<file path="src/rtl/ivt_pkg.sv">
package ivt_pkg;

  localparam int BUS_W = 8;

  typedef enum logic [1:0] {
    MD_TC     = 2'd0,
    MD_RATE   = 2'd1,
    MD_STROBE = 2'd2
  } ivt_mode_e;

  typedef enum logic [1:0] {
    AC_SNAP = 2'b00,
    AC_LO   = 2'b01,
    AC_HI   = 2'b10,
    AC_BOTH = 2'b11
  } ivt_acc_e;

  typedef struct packed {
    logic [1:0] chan;
    logic [1:0] acc;
    logic [2:0] mcode;
    logic       bcd;
  } ivt_cw_t;

  function automatic logic mcode_ok(input logic [2:0] m);
    return (m == 3'b000) || (m == 3'b100) || (m[1:0] == 2'b10);
  endfunction

  function automatic ivt_mode_e mcode_to_mode(input logic [2:0] m);
    if (m == 3'b100) return MD_STROBE;
    if (m[1:0] == 2'b10) return MD_RATE;
    return MD_TC;
  endfunction

endpackage

</file>
<file path="src/rtl/ivt_ctrl.sv">
module ivt_ctrl
  import ivt_pkg::*;
(
  input  logic             clk,
  input  logic             rst,
  input  logic             ctl_wr,
  input  logic [BUS_W-1:0] wdata,
  output ivt_mode_e        mode_q,
  output ivt_mode_e        new_mode,
  output ivt_acc_e         acc_q,
  output logic             mode_set,
  output logic             snap_cmd
);

  ivt_cw_t cw;
  logic    chan_hit;

  assign cw       = ivt_cw_t'(wdata);
  assign chan_hit = ctl_wr && (cw.chan == 2'b00);
  assign snap_cmd = chan_hit && (cw.acc == AC_SNAP);
  assign mode_set = chan_hit && (cw.acc != AC_SNAP) && !cw.bcd && mcode_ok(cw.mcode);
  assign new_mode = mcode_to_mode(cw.mcode);

  always_ff @(posedge clk) begin
    if (rst) begin
      mode_q <= MD_TC;
      acc_q  <= AC_BOTH;
    end else if (mode_set) begin
      mode_q <= new_mode;
      acc_q  <= ivt_acc_e'(cw.acc);
    end
  end

endmodule

</file>
<file path="src/rtl/ivt_io.sv">
module ivt_io
  import ivt_pkg::*;
#(
  parameter int CNT_W = 16
) (
  input  logic             clk,
  input  logic             rst,
  input  ivt_acc_e         acc_q,
  input  logic             mode_set,
  input  logic             snap_cmd,
  input  logic             dat_wr,
  input  logic             dat_rd,
  input  logic             ctl_rd,
  input  logic [BUS_W-1:0] wdata,
  input  logic [CNT_W-1:0] cnt_q,
  output logic             load_stb,
  output logic             part_stb,
  output logic [CNT_W-1:0] load_val,
  output logic [BUS_W-1:0] rdata,
  output logic             latched_q,
  output logic [CNT_W-1:0] snap_q
);

  localparam int HI_W = CNT_W - BUS_W;

  logic             wr_hi_q;
  logic             rd_hi_q;
  logic [BUS_W-1:0] lo_buf_q;
  logic [CNT_W-1:0] view;
  logic [BUS_W-1:0] lo_byte;
  logic [BUS_W-1:0] hi_byte;
  logic             rd_done;

  assign view    = latched_q ? snap_q : cnt_q;
  assign lo_byte = view[BUS_W-1:0];

  generate
    if (HI_W == BUS_W) begin : g_hi_full
      assign hi_byte = view[CNT_W-1:BUS_W];
    end else begin : g_hi_pad
      assign hi_byte = {{(BUS_W-HI_W){1'b0}}, view[CNT_W-1:BUS_W]};
    end
  endgenerate

  // Count assembly from byte writes
  always_comb begin
    load_stb = 1'b0;
    part_stb = 1'b0;
    load_val = '0;
    if (dat_wr) begin
      case (acc_q)
        AC_LO: begin
          load_stb = 1'b1;
          load_val = {{HI_W{1'b0}}, wdata};
        end
        AC_HI: begin
          load_stb = 1'b1;
          load_val = {wdata[HI_W-1:0], {BUS_W{1'b0}}};
        end
        AC_BOTH: begin
          if (wr_hi_q) begin
            load_stb = 1'b1;
            load_val = {wdata[HI_W-1:0], lo_buf_q};
          end else begin
            part_stb = 1'b1;
          end
        end
        default: ;
      endcase
    end
  end

  assign rd_done = dat_rd && ((acc_q != AC_BOTH) || rd_hi_q);

  always_ff @(posedge clk) begin
    if (rst) begin
      wr_hi_q   <= 1'b0;
      rd_hi_q   <= 1'b0;
      lo_buf_q  <= '0;
      latched_q <= 1'b0;
      snap_q    <= '0;
    end else if (mode_set) begin
      wr_hi_q   <= 1'b0;
      rd_hi_q   <= 1'b0;
      latched_q <= 1'b0;
    end else begin
      if (dat_wr && (acc_q == AC_BOTH)) begin
        wr_hi_q <= !wr_hi_q;
        if (!wr_hi_q) lo_buf_q <= wdata;
      end
      if (dat_rd && (acc_q == AC_BOTH)) rd_hi_q <= !rd_hi_q;
      if (snap_cmd && !latched_q) begin
        latched_q <= 1'b1;
        snap_q    <= cnt_q;
      end else if (rd_done) begin
        latched_q <= 1'b0;
      end
    end
  end

  // Registered read byte
  always_ff @(posedge clk) begin
    if (rst) begin
      rdata <= '0;
    end else if (dat_rd) begin
      case (acc_q)
        AC_LO:   rdata <= lo_byte;
        AC_HI:   rdata <= hi_byte;
        default: rdata <= rd_hi_q ? hi_byte : lo_byte;
      endcase
    end else if (ctl_rd) begin
      rdata <= '0;
    end
  end

endmodule

</file>
<file path="src/rtl/ivt_core.sv">
module ivt_core
  import ivt_pkg::*;
#(
  parameter int CNT_W = 16
) (
  input  logic             clk,
  input  logic             rst,
  input  logic             cnt_en,
  input  ivt_mode_e        mode_q,
  input  ivt_mode_e        new_mode,
  input  logic             mode_set,
  input  logic             load_stb,
  input  logic             part_stb,
  input  logic [CNT_W-1:0] load_val,
  output logic [CNT_W-1:0] cnt_q,
  output logic             tmr_out
);

  localparam logic [CNT_W-1:0] ONE = CNT_W'(1);

  logic             en_q;
  logic             run_q;
  logic             armed_q;
  logic [CNT_W-1:0] reload_q;
  logic [CNT_W-1:0] dec;
  logic             step;
  logic             hit0;

  assign dec  = cnt_q - ONE;
  assign step = cnt_en && !en_q && run_q;
  assign hit0 = armed_q && (dec == '0);

  always_ff @(posedge clk) begin
    if (rst) begin
      en_q     <= 1'b1;
      run_q    <= 1'b0;
      armed_q  <= 1'b0;
      cnt_q    <= '0;
      reload_q <= '0;
      tmr_out  <= 1'b0;
    end else begin
      en_q <= cnt_en;
      if (mode_set) begin
        run_q   <= 1'b0;
        armed_q <= 1'b0;
        tmr_out <= (new_mode != MD_TC);
      end else if (load_stb) begin
        reload_q <= load_val;
        if (!((mode_q == MD_RATE) && run_q)) begin
          cnt_q   <= load_val;
          run_q   <= 1'b1;
          armed_q <= 1'b1;
          tmr_out <= (mode_q != MD_TC);
        end
      end else if (part_stb && (mode_q == MD_TC)) begin
        run_q   <= 1'b0;
        tmr_out <= 1'b0;
      end else if (step) begin
        case (mode_q)
          MD_RATE: begin
            if (cnt_q == ONE) begin
              cnt_q   <= reload_q;
              tmr_out <= 1'b1;
            end else begin
              cnt_q <= dec;
              if (dec == ONE) tmr_out <= 1'b0;
            end
          end
          MD_STROBE: begin
            cnt_q   <= dec;
            tmr_out <= !hit0;
            if (hit0) armed_q <= 1'b0;
          end
          default: begin
            cnt_q <= dec;
            if (hit0) begin
              tmr_out <= 1'b1;
              armed_q <= 1'b0;
            end
          end
        endcase
      end
    end
  end

endmodule

</file>
<file path="src/rtl/ivt_chan.sv">
module ivt_chan
  import ivt_pkg::*;
#(
  parameter int CNT_W = 16
) (
  input  logic             clk,
  input  logic             rst,
  input  logic             bus_addr,
  input  logic             bus_wr,
  input  logic             bus_rd,
  input  logic [BUS_W-1:0] bus_wdata,
  output logic [BUS_W-1:0] bus_rdata,
  input  logic             cnt_en,
  output logic             tmr_out
);

  logic             ctl_wr;
  logic             dat_wr;
  logic             dat_rd;
  logic             ctl_rd;
  ivt_mode_e        mode_q;
  ivt_mode_e        new_mode;
  ivt_acc_e         acc_q;
  logic             mode_set;
  logic             snap_cmd;
  logic             load_stb;
  logic             part_stb;
  logic [CNT_W-1:0] load_val;
  logic [CNT_W-1:0] cnt_q;
  logic             latched_q;
  logic [CNT_W-1:0] snap_q;

  assign ctl_wr = bus_wr && bus_addr;
  assign dat_wr = bus_wr && !bus_addr;
  assign dat_rd = bus_rd && !bus_wr && !bus_addr;
  assign ctl_rd = bus_rd && !bus_wr && bus_addr;

  ivt_ctrl u_ctrl (
    .clk      (clk),
    .rst      (rst),
    .ctl_wr   (ctl_wr),
    .wdata    (bus_wdata),
    .mode_q   (mode_q),
    .new_mode (new_mode),
    .acc_q    (acc_q),
    .mode_set (mode_set),
    .snap_cmd (snap_cmd)
  );

  ivt_io #(.CNT_W(CNT_W)) u_io (
    .clk       (clk),
    .rst       (rst),
    .acc_q     (acc_q),
    .mode_set  (mode_set),
    .snap_cmd  (snap_cmd),
    .dat_wr    (dat_wr),
    .dat_rd    (dat_rd),
    .ctl_rd    (ctl_rd),
    .wdata     (bus_wdata),
    .cnt_q     (cnt_q),
    .load_stb  (load_stb),
    .part_stb  (part_stb),
    .load_val  (load_val),
    .rdata     (bus_rdata),
    .latched_q (latched_q),
    .snap_q    (snap_q)
  );

  ivt_core #(.CNT_W(CNT_W)) u_core (
    .clk      (clk),
    .rst      (rst),
    .cnt_en   (cnt_en),
    .mode_q   (mode_q),
    .new_mode (new_mode),
    .mode_set (mode_set),
    .load_stb (load_stb),
    .part_stb (part_stb),
    .load_val (load_val),
    .cnt_q    (cnt_q),
    .tmr_out  (tmr_out)
  );

endmodule

</file>
<file path="config.mk">
export PLATFORM = sky130hd
export DESIGN_NAME = ivt_chan
export DESIGN_NICKNAME = d
export VERILOG_FILES = /design/src/rtl/ivt_pkg.sv /design/src/rtl/ivt_ctrl.sv /design/src/rtl/ivt_io.sv /design/src/rtl/ivt_core.sv /design/src/rtl/ivt_chan.sv
export SDC_FILE = /design/constraint.sdc
export NUM_CORES = 1
export LEC_CHECK = 0
export BUFFER_PORTS_ARGS = -buffer_cell sky130_fd_sc_hd__buf_2
export CORE_UTILIZATION = 61
export DETAILED_ROUTE_END_ITERATION = 10
export GPL_TIMING_DRIVEN = 0
export PLACE_DENSITY_LB_ADDON = 0.2
export SYNTH_ARGS = -nofsm -noshare
export SYNTH_HDL_FRONTEND = slang
export SYNTH_SLANG_ARGS = --single-unit
</file>
<file path="constraint.sdc">
create_clock -name clk -period 3.2 [get_ports clk]
set_clock_uncertainty 0.05 [all_clocks]
set_input_delay 0.8 -clock clk [delete_from_list [all_inputs] [get_ports clk]]
set_output_delay 0.8 -clock clk [all_outputs]
set_load 0.02 [all_outputs]
</file>
# After elaboration in Yosys (flattened, before gate mapping)
# Cells that the tools add are included.
[word_totals]
reg_bits = 75
input_bits = 14
output_inout_bits = 9
[op_classes]
n_addsub = 1
eq_ne = 15
mux = 46
bitwise_logic = 2
n_reduce_logical = 54
[op_table]
columns = ["op", "n"]
rows = [
  ["16-bit two-way mux", 9],
  ["16-bit case mux with 3 select lines", 1],
  ["16-bit by 1-bit == test with 1-bit output (second input constant)", 2],
  ["1-bit two-way mux", 26],
  ["8-bit two-way mux", 3],
  ["1-bit logical AND", 19],
  ["16-bit logical NOT", 1],
  ["8-bit case mux with 2 select lines", 1],
  ["2-bit nonzero test", 8],
  ["16-bit by 1-bit subtractor with 16-bit output (second input constant)", 1],
  ["2-bit == test (second input constant)", 4],
  ["1-bit logical NOT", 8],
  ["2-bit two-way mux", 4],
  ["2-bit inequality test (second input constant)", 4],
  ["4-bit AND reduction", 2],
  ["2-bit logical NOT", 3],
  ["6-bit inequality test (second input constant)", 1],
  ["2-bit AND reduction", 3],
  ["6-bit nonzero test", 1],
  ["5-bit AND reduction", 1],
  ["2-bit by 1-bit == test with 1-bit output (second input constant)", 2],
  ["1-bit case mux with 2 select lines", 2],
  ["4-bit nonzero test", 1],
  ["2-bit OR reduction", 2],
  ["other kinds (6)", 9],
]

# Logic depth before layout (Yosys ltp)
# Gate-level depths: netlist (run 1).
[depth]
ltp_word = 9
depth_mapped = 10
depth_no_buf = 8

# By module
# A second synthesis (run 1) with hierarchy kept.
[hier_totals]
hier_cells = 541
hier_area_um2 = 4423.0
[by_module_without_submodules]
columns = ["module", "instances", "cells_each", "area_per_inst_um2", "seq_area_each_um2"]
rows = [
  ["ivt_core", 1, 310, 2307.2, 720.7],
  ["ivt_io", 1, 202, 1858.0, 700.7],
  ["ivt_ctrl", 1, 25, 224.0, 80.1],
  ["ivt_chan", 1, 4, 33.8, 0.0],
]

# Worst setup path after synthesis (run 1)
# Ideal clock, no wire load.
[synth_timing]
path_type = "register to register"
start = "register u_core.cnt_q[0]"
end = "register u_core.tmr_out"
setup_ns = 0.072
t_arrival_ns = 2.515
path_slack_ns = 0.563
path_stages_with_launch = 11
path_buffers = 2
synth_period_minus_slack_ns = 2.637
cell_sequence = "dfxtp_1 -> clkbuf_1 -> inv_1 -> ha_1 -> or3b_1 -> clkbuf_1 -> or4b_1 -> a21oi_1 -> o2111ai_1 -> a211oi_1 -> mux2i_1"
[synth_via]
elab_chain_cells = 9
[synth_rtl]
columns = ["element", "line", "rtl"]
rows = [
  ["start, declared", "ivt_core.sv:15", "output logic [CNT_W-1:0] cnt_q,"],
  ["start signal, assigned", "ivt_core.sv:50", "cnt_q <= load_val;"],
  ["start signal, assigned", "ivt_core.sv:62", "cnt_q <= reload_q;"],
  ["16-bit by 1-bit subtractor with 16-bit output", "ivt_core.sv:29", "assign dec = cnt_q - ONE;"],
  ["16-bit logical NOT", "ivt_core.sv:31", "assign hit0 = armed_q && (dec == '0);"],
  ["1-bit logical AND", "ivt_core.sv:31", ""],
  ["1-bit logical NOT", "ivt_core.sv:71", "tmr_out <= !hit0;"],
  ["1-bit case mux with 2 select lines", "ivt_core.sv:59", "case (mode_q)"],
  ["1-bit two-way mux", "ivt_core.sv:58", "end else if (step) begin"],
  ["1-bit two-way mux", "ivt_core.sv:55", "end else if (part_stb && (mode_q == MD_TC)) begin"],
  ["1-bit two-way mux", "ivt_core.sv:47", "end else if (load_stb) begin"],
  ["1-bit two-way mux", "ivt_core.sv:43", "if (mode_set) begin"],
  ["end signal, assigned", "ivt_core.sv:46", "tmr_out <= (new_mode != MD_TC);"],
  ["end signal, assigned", "ivt_core.sv:53", "tmr_out <= (mode_q != MD_TC);"],
  ["end signal, assigned", "ivt_core.sv:71", ""],
  ["end, declared", "ivt_core.sv:16", "output logic tmr_out"],
]
# Several ways; a longest one is shown, not always the timed one. The select of a mux whose other input is x is not followed.
# A chain may end at the register's enable or synchronous reset.

# Final worst setup path (run 1)
# Ends and elaborated chain as after synthesis.

==> flow_summary.ini, run 1 <==
[synthesis]
synth_edf_count = 0
yosysUniqueCellTypes = 55
ys.flop_type = dfxtp_1
syn_area_per_cell_sq_um = 8.20
synthCells = 499
ys_ff_latch = 75
synth_warnings = 0
syn_nets = 525
ys_async_sr_fraction = 0
seq_area_frac_synth = 0.367
synthesis.area_sq_um = 4090

[sta]
setup_violations = 0
tightest_slew_ns = 1.25
final_hold_viol_count = 0
period_share = 0.938
rsz0062_at_grt = no
fmax_mhz = 333
max_slew_margin = 0.156
maxSlewViolCount = 0
finalCriticalPeriod_ns = 3.00

[floorplan]
start_util = 0.637
row_count = 29
dieWidth_um = 83.9
coreArea_sq_um = 6420
die_area_sq_um = 7040
io_pins = 23
chipHeight_um = 83.9

[global_routing]
grt_overflow = 0
use_met1 = 0.436
globalRouteMet2Util = 0.536
grt_pass1_vias = 3705
antenna_found_initial = 0
grt_pass1_wl_um = 18500
grtUsageTotal = 0.337
gr-usage-met3 = 0.0613
grt_max_degree = 14
top_usage_layer = met2

[placement]
dpl.cell_count = 596
port_buffers = 20
place_congestion = 0.934
dp_hpwl_um = 8060

[routing]
drtIter0Drc = 374
ant_nets = 0
wirelength_um = 11400
wire_per_inst_um = 18.7
vias = 3941
avgViaCountPerCell = 6.45
drt-pass1-iter-count = 5
drc = 0

[job]
maxCapViolCount = 0

[cts]
cts_buffers = 9
clock_latency_ns = 0.36
cts_buffer_depth = 2
cts_setup_buffers = 0
path_clk_slew_ns = 0.08
root_buffer = clkbuf_8
cts_max_level = 3
cts_tree = built
clock-sinks = 75

[power]
finalPower_mw = 2.08
powerDensity_nw_per_um2 = 460
peakVddDrop_uv = 317
leakagePower_nw = 1.60

[layout]
drive_above_1_share = 0.148
n_fill_cell = 501
final-seq-area_sq_um = 1500
nets = 555
num_antenna_cells = 0
area_growth_pct = 10.6
multi_input_area_sq_um = 2400
fin_cells = 611

[critical_path]
worstReg2RegEnd = u_core.tmr_out$_SDFFE_PP0P_
r2r_cells = 9
cp.arrival_ns = 3.25
r2r_setup_slack_ns = 0.20
worstPathCellList = inv_1, ha_2, or3b_1, clkbuf_1, or4b_1, a21oi_1, o2111ai_2, a211oi_2, mux2i_1
cp_slowest_stage_delay_ns = 0.51
cp_slowest_cell = or4b_1
critPathRequiredTime_ns = 3.45
crit_path_max_fanout = 10
path_class = register to register
cp-end-kind = register
reg2reg_from = u_core.cnt_q[0]$_SDFFE_PP0P_
cp-start-kind = register

[min_path]
hold_class = register to register
min_to = u_core.reload_q[14]$_SDFFE_PP0P_
whs_path_depth = 2
hp-start = u_core.reload_q[14]$_SDFFE_PP0P_

[outcome]
status = finished, final reports clean
-- layout make-up --
| class | instances | area share |
|---|---|---|
| buffer | 44 | 0.0423 |
| clock buffer | 11 | 0.0313 |
| clock inverter | 5 | 0.0138 |
| inverter | 8 | 0.00664 |
| multi-input combinational | 371 | 0.531 |
| sequential | 75 | 0.332 |
| tap | 77 | 0.0213 |
| timing repair buffer | 20 | 0.0221 |
-- Yosys cell counts, types with 6 or more instances --
| library cell | number | share of area |
|---|---|---|
| xnor2_1 | 8 | 0.017 |
| ha_1 | 12 | 0.037 |
| o22ai_1 | 8 | 0.012 |
| nand3_1 | 8 | 0.0098 |
| a22oi_1 | 23 | 0.042 |
| clkbuf_1 | 33 | 0.030 |
| mux2i_1 | 18 | 0.044 |
| a221oi_1 | 6 | 0.013 |
| nand3b_1 | 6 | 0.011 |
| nor2_1 | 60 | 0.055 |
| dfxtp_1 | 75 | 0.37 |
| buf_2 | 6 | 0.0073 |
| mux2_4 | 7 | 0.026 |
| nor3_1 | 20 | 0.024 |
| xor2_1 | 6 | 0.013 |
| nand2_1 | 69 | 0.063 |
| a21oi_1 | 42 | 0.051 |
| inv_1 | 8 | 0.0073 |
-- state kept, by name, indices dropped and copies added, names as in the netlist, 2 cells and up --
register and cells:
u_core.reload_q 16, u_io.rdata 8, u_ctrl.acc_q 2, u_ctrl.mode_q 2
u_core.cnt_q 16, u_io.lo_buf_q 8, u_io.snap_q 16
-- through the flow --
step	TNS, ns	utilization	cell area (sq um)	hold slack, ns	worst slack, ns
floorplan	0	-	4090	0.386	0.563
global placement	-1.06	0.668	4290	0.392	-0.0887
detailed placement	-1.44	0.668	4290	0.397	-0.132
CTS	0	0.699	4490	0.408	0.0395
global route	0	0.704	4520	0.430	0.0151
finish	0	0.704	4520	0.407	0.200
-- layer usage --
| metal | part of all wire | wire (um) | vias to the layer above |
|---|---|---|---|
| li1 | - | - | 1845 |
| met1 | 0.42 | 4850 | 1866 |
| met2 | 0.46 | 5240 | 193 |
| met3 | 0.081 | 925 | 37 |
| met4 | 0.034 | 393 | 0 |
| met5 | 0 | 0 | - |
-- layout by cell type (no fill, tap or decap), types with 5 or more instances in the layout --
master	Yosys	layout
a211oi_2	4	5
a21oi_1	42	42
a221oi_1	6	6
a22oi_1	23	23
buf_2	6	26
clkbuf_1	33	32
clkbuf_8	0	10
dfxtp_1	75	75
ha_1	12	11
inv_1	8	8
mux2_4	7	7
mux2i_1	18	18
nand2_1	69	69
nand3_1	8	8
nand3b_1	6	6
nand4_1	5	5
nor2_1	60	60
nor3_1	20	20
o211ai_1	5	5
o22ai_1	8	8
xnor2_1	8	8
xor2_1	6	6
-- power by group --
group / internal (mW) / switching, mW
registers: 0.952 / 0.0162
clock network: 0.384 / 0.372
logic: 0.149 / 0.207
total: 1.49 / 0.595
-- critical path: cells and delay by family, from the launching register on --
kind / cells / cell delay (ns)
simple gates: 2 / 0.86
flops: 1 / 0.46
buf+inv: 2 / 0.37
compound gates: 3 / 0.73
fa+ha+maj: 1 / 0.26
mux: 1 / 0.20
-- how the worst max path moves through the flow --
stage	slack [ns]	cells past startpoint	end	from
2_1_floorplan	0.56	10	u_core.tmr_out$_SDFFE_PP0P_	u_core.cnt_q[0]$_SDFFE_PP0P_
3_3_place_gp	-0.09	9	u_core.cnt_q[9]$_SDFFE_PP0P_	bus_addr
3_5_place_dp	-0.13	9	u_core.cnt_q[9]$_SDFFE_PP0P_	bus_addr
4_1_cts	0.04	10	u_core.tmr_out$_SDFFE_PP0P_	u_core.cnt_q[0]$_SDFFE_PP0P_
5_1_grt	0.02	9	u_core.cnt_q[13]$_SDFFE_PP0P_	u_ctrl.acc_q[0]$_SDFFE_PP1P_
6_report	0.20	9	u_core.tmr_out$_SDFFE_PP0P_	u_core.cnt_q[0]$_SDFFE_PP0P_
-- timing repair --
item | in CTS | in global routing
gates resized for setup | 0 | 10
endpoints found under the setup margin | 0 | 16
hold buffers | 0 | 0
-- cells by family after synthesis --
| kind of cell | synth area share |
|---|---|
| flops | 0.367 |
| simple gates | 0.232 |
| xor+xnor | 0.0300 |
| buf+inv | 0.0541 |
| mux | 0.0807 |
| fa+ha+maj | 0.0367 |
| compound gates | 0.199 |
No activity file was read; power rests on OpenSTA's default activity.
==> run 2, diff against run 1 <==
- CAP_MARGIN: default -> 20
- CORE_UTILIZATION: 61 -> 66
- MAX_ROUTING_LAYER: default -> met4
- clock period: 3.2 -> 3.8 ns (I/O delays scaled with it)
==> flow_summary.ini, run 2 (synthesis results as in run 1) <==
[floorplan]
io_pins = 23
coreArea_sq_um = 5960
chipHeight_um = 80.7
dieWidth_um = 80.7
die_area_sq_um = 6520
start_util = 0.687
row_count = 28

[cts]
cts_setup_buffers = 0
cts_buffers = 9
cts_buffer_depth = 2
clock_latency_ns = 0.36
cts.repair.resized = 0
root_buffer = clkbuf_8
cts_tree = built
clock-sinks = 75
cts_max_level = 3
path_clk_slew_ns = 0.08
postCtsHoldBufs = 0

[routing]
wl_met3_um = 1130
drt-pass1-iter-count = 5
avgViaCountPerCell = 6.59
ant_nets = 0
met2_length_um = 5370
drc = 0
m1WireLength_um = 4800
wire_per_inst_um = 19.0
wirelength_um = 11600
drtIter0Drc = 478
top_layer = met4
vias = 4026

[layout]
top_regs = u_core.cnt_q (16), u_core.reload_q (16), u_io.snap_q (16)
nets = 557
drive_above_1_share = 0.136
num_antenna_cells = 0
area_growth_pct = 10.6
most-common-layout-cells = dfxtp_1 (75), nand2_1 (69), nor2_1 (60)
fin_util = 0.760
final_common_cell = dfxtp_1

[sta]
fmax_mhz = 302
tightest_slew_ns = 1.09
setup_violations = 0
holdWs_ns = 0.409
finalCriticalPeriod_ns = 3.31
fin_ws_ns = 0.490
maxSlewViolCount = 0
final_hold_viol_count = 0
period_share = 0.871
rsz0062_at_grt = no
fin_tns_setup_ns = 0
max_slew_margin = 0.267

[critical_path]
reg2reg_from = u_core.cnt_q[0]$_SDFFE_PP0P_
path_common_cell = clkbuf_1
cp.arrival_ns = 3.46
cp_slowest_cell = nor3b_1
crit_path_max_fanout = 10
path_class = primary input to register
worstPathCellList = buf_2, nor3b_1, nor2b_1, clkbuf_1, nand2_1, a21oi_2, clkbuf_1, a211oi_1
r2r_cells = 10
cp_slowest_stage_delay_ns = 0.54
cp-end-kind = register
cp-start-kind = primary input
critPathRequiredTime_ns = 3.95
worstReg2RegEnd = u_core.tmr_out$_SDFFE_PP0P_
r2r_setup_slack_ns = 0.51

[power]
peakVddDrop_uv = 342
leakagePower_nw = 1.61
powerDensity_nw_per_um2 = 408

[job]
maxCapViolCount = 0

[global_routing]
grt_pass1_vias = 3672
grt_overflow = 0
grtUsageTotal = 0.389
grt_max_degree = 14
grt_pass1_wl_um = 18400
antenna_found_initial = 0

[outcome]
status = finished, final reports clean

[min_path]
min_to = u_io.snap_q[2]$_SDFFE_PP0P_
hold_class = register to register
whs_path_depth = 2
hp-start = u_io.snap_q[2]$_SDFFE_PP0P_

[placement]
place_congestion = 0.971
port_buffers = 20
dp_hpwl_um = 8060
post-place-ws_ns = 0.209
run 2: worst max-delay path by stage:
stage	from	to	slack [ns]
after floorplan	bus_wdata[4]	u_core.cnt_q[3]$_SDFFE_PP0P_	1.06
after global placement	bus_wr	u_core.cnt_q[7]$_SDFFE_PP0P_	0.26
after detailed placement	bus_wr	u_core.cnt_q[7]$_SDFFE_PP0P_	0.21
after CTS	bus_wr	u_core.cnt_q[7]$_SDFFE_PP0P_	0.58
after global routing	bus_wr	u_core.cnt_q[7]$_SDFFE_PP0P_	0.30
final	bus_wr	u_core.cnt_q[7]$_SDFFE_PP0P_	0.49
run 2: area by class of cell:
cell class,instances,area (sq um)
flip-flops and latches,75,1500
inverters,8,30.0
fillers,448,1430
repair buffers,21,105
clock buffers,11,151
multi-input cells,371,2370
well taps,75,93.8
plain buffers,45,191
clock inverters,5,83.8
run 2: per-stage QoR:
step,cells,power [mW],instance area [sq um]
after CTS,610,1.83,4520
after floorplan,499,1.05,4090
after global placement,594,1.11,4290
after global routing,611,1.90,4530
final,611,1.85,4530
after detailed placement,594,1.12,4290
run 2: report_power, final:
part           leakage [nW]  internal, mW  switching, mW
logic                 0.887         0.125          0.177
clock network         0.112         0.408          0.322
registers             0.607         0.801         0.0124
total                  1.61          1.33          0.512
run 2: layer usage:
| metal | vias to the layer above | GRT usage |
|---|---|---|
| met1 | 1912 | 0.501 |
| met2 | 234 | 0.616 |
| li1 | 1842 | - |
| met3 | 38 | 0.0640 |
| met5 | - | - |
| met4 | 0 | 0.141 |
run 2: worst max-delay path, delay by kind of cell:
family	cells	cell delay, ns
AO/OA/AOI/OAI	2	0.67
buffers and inverters	3	0.95
AND/OR/NAND/NOR	3	0.90
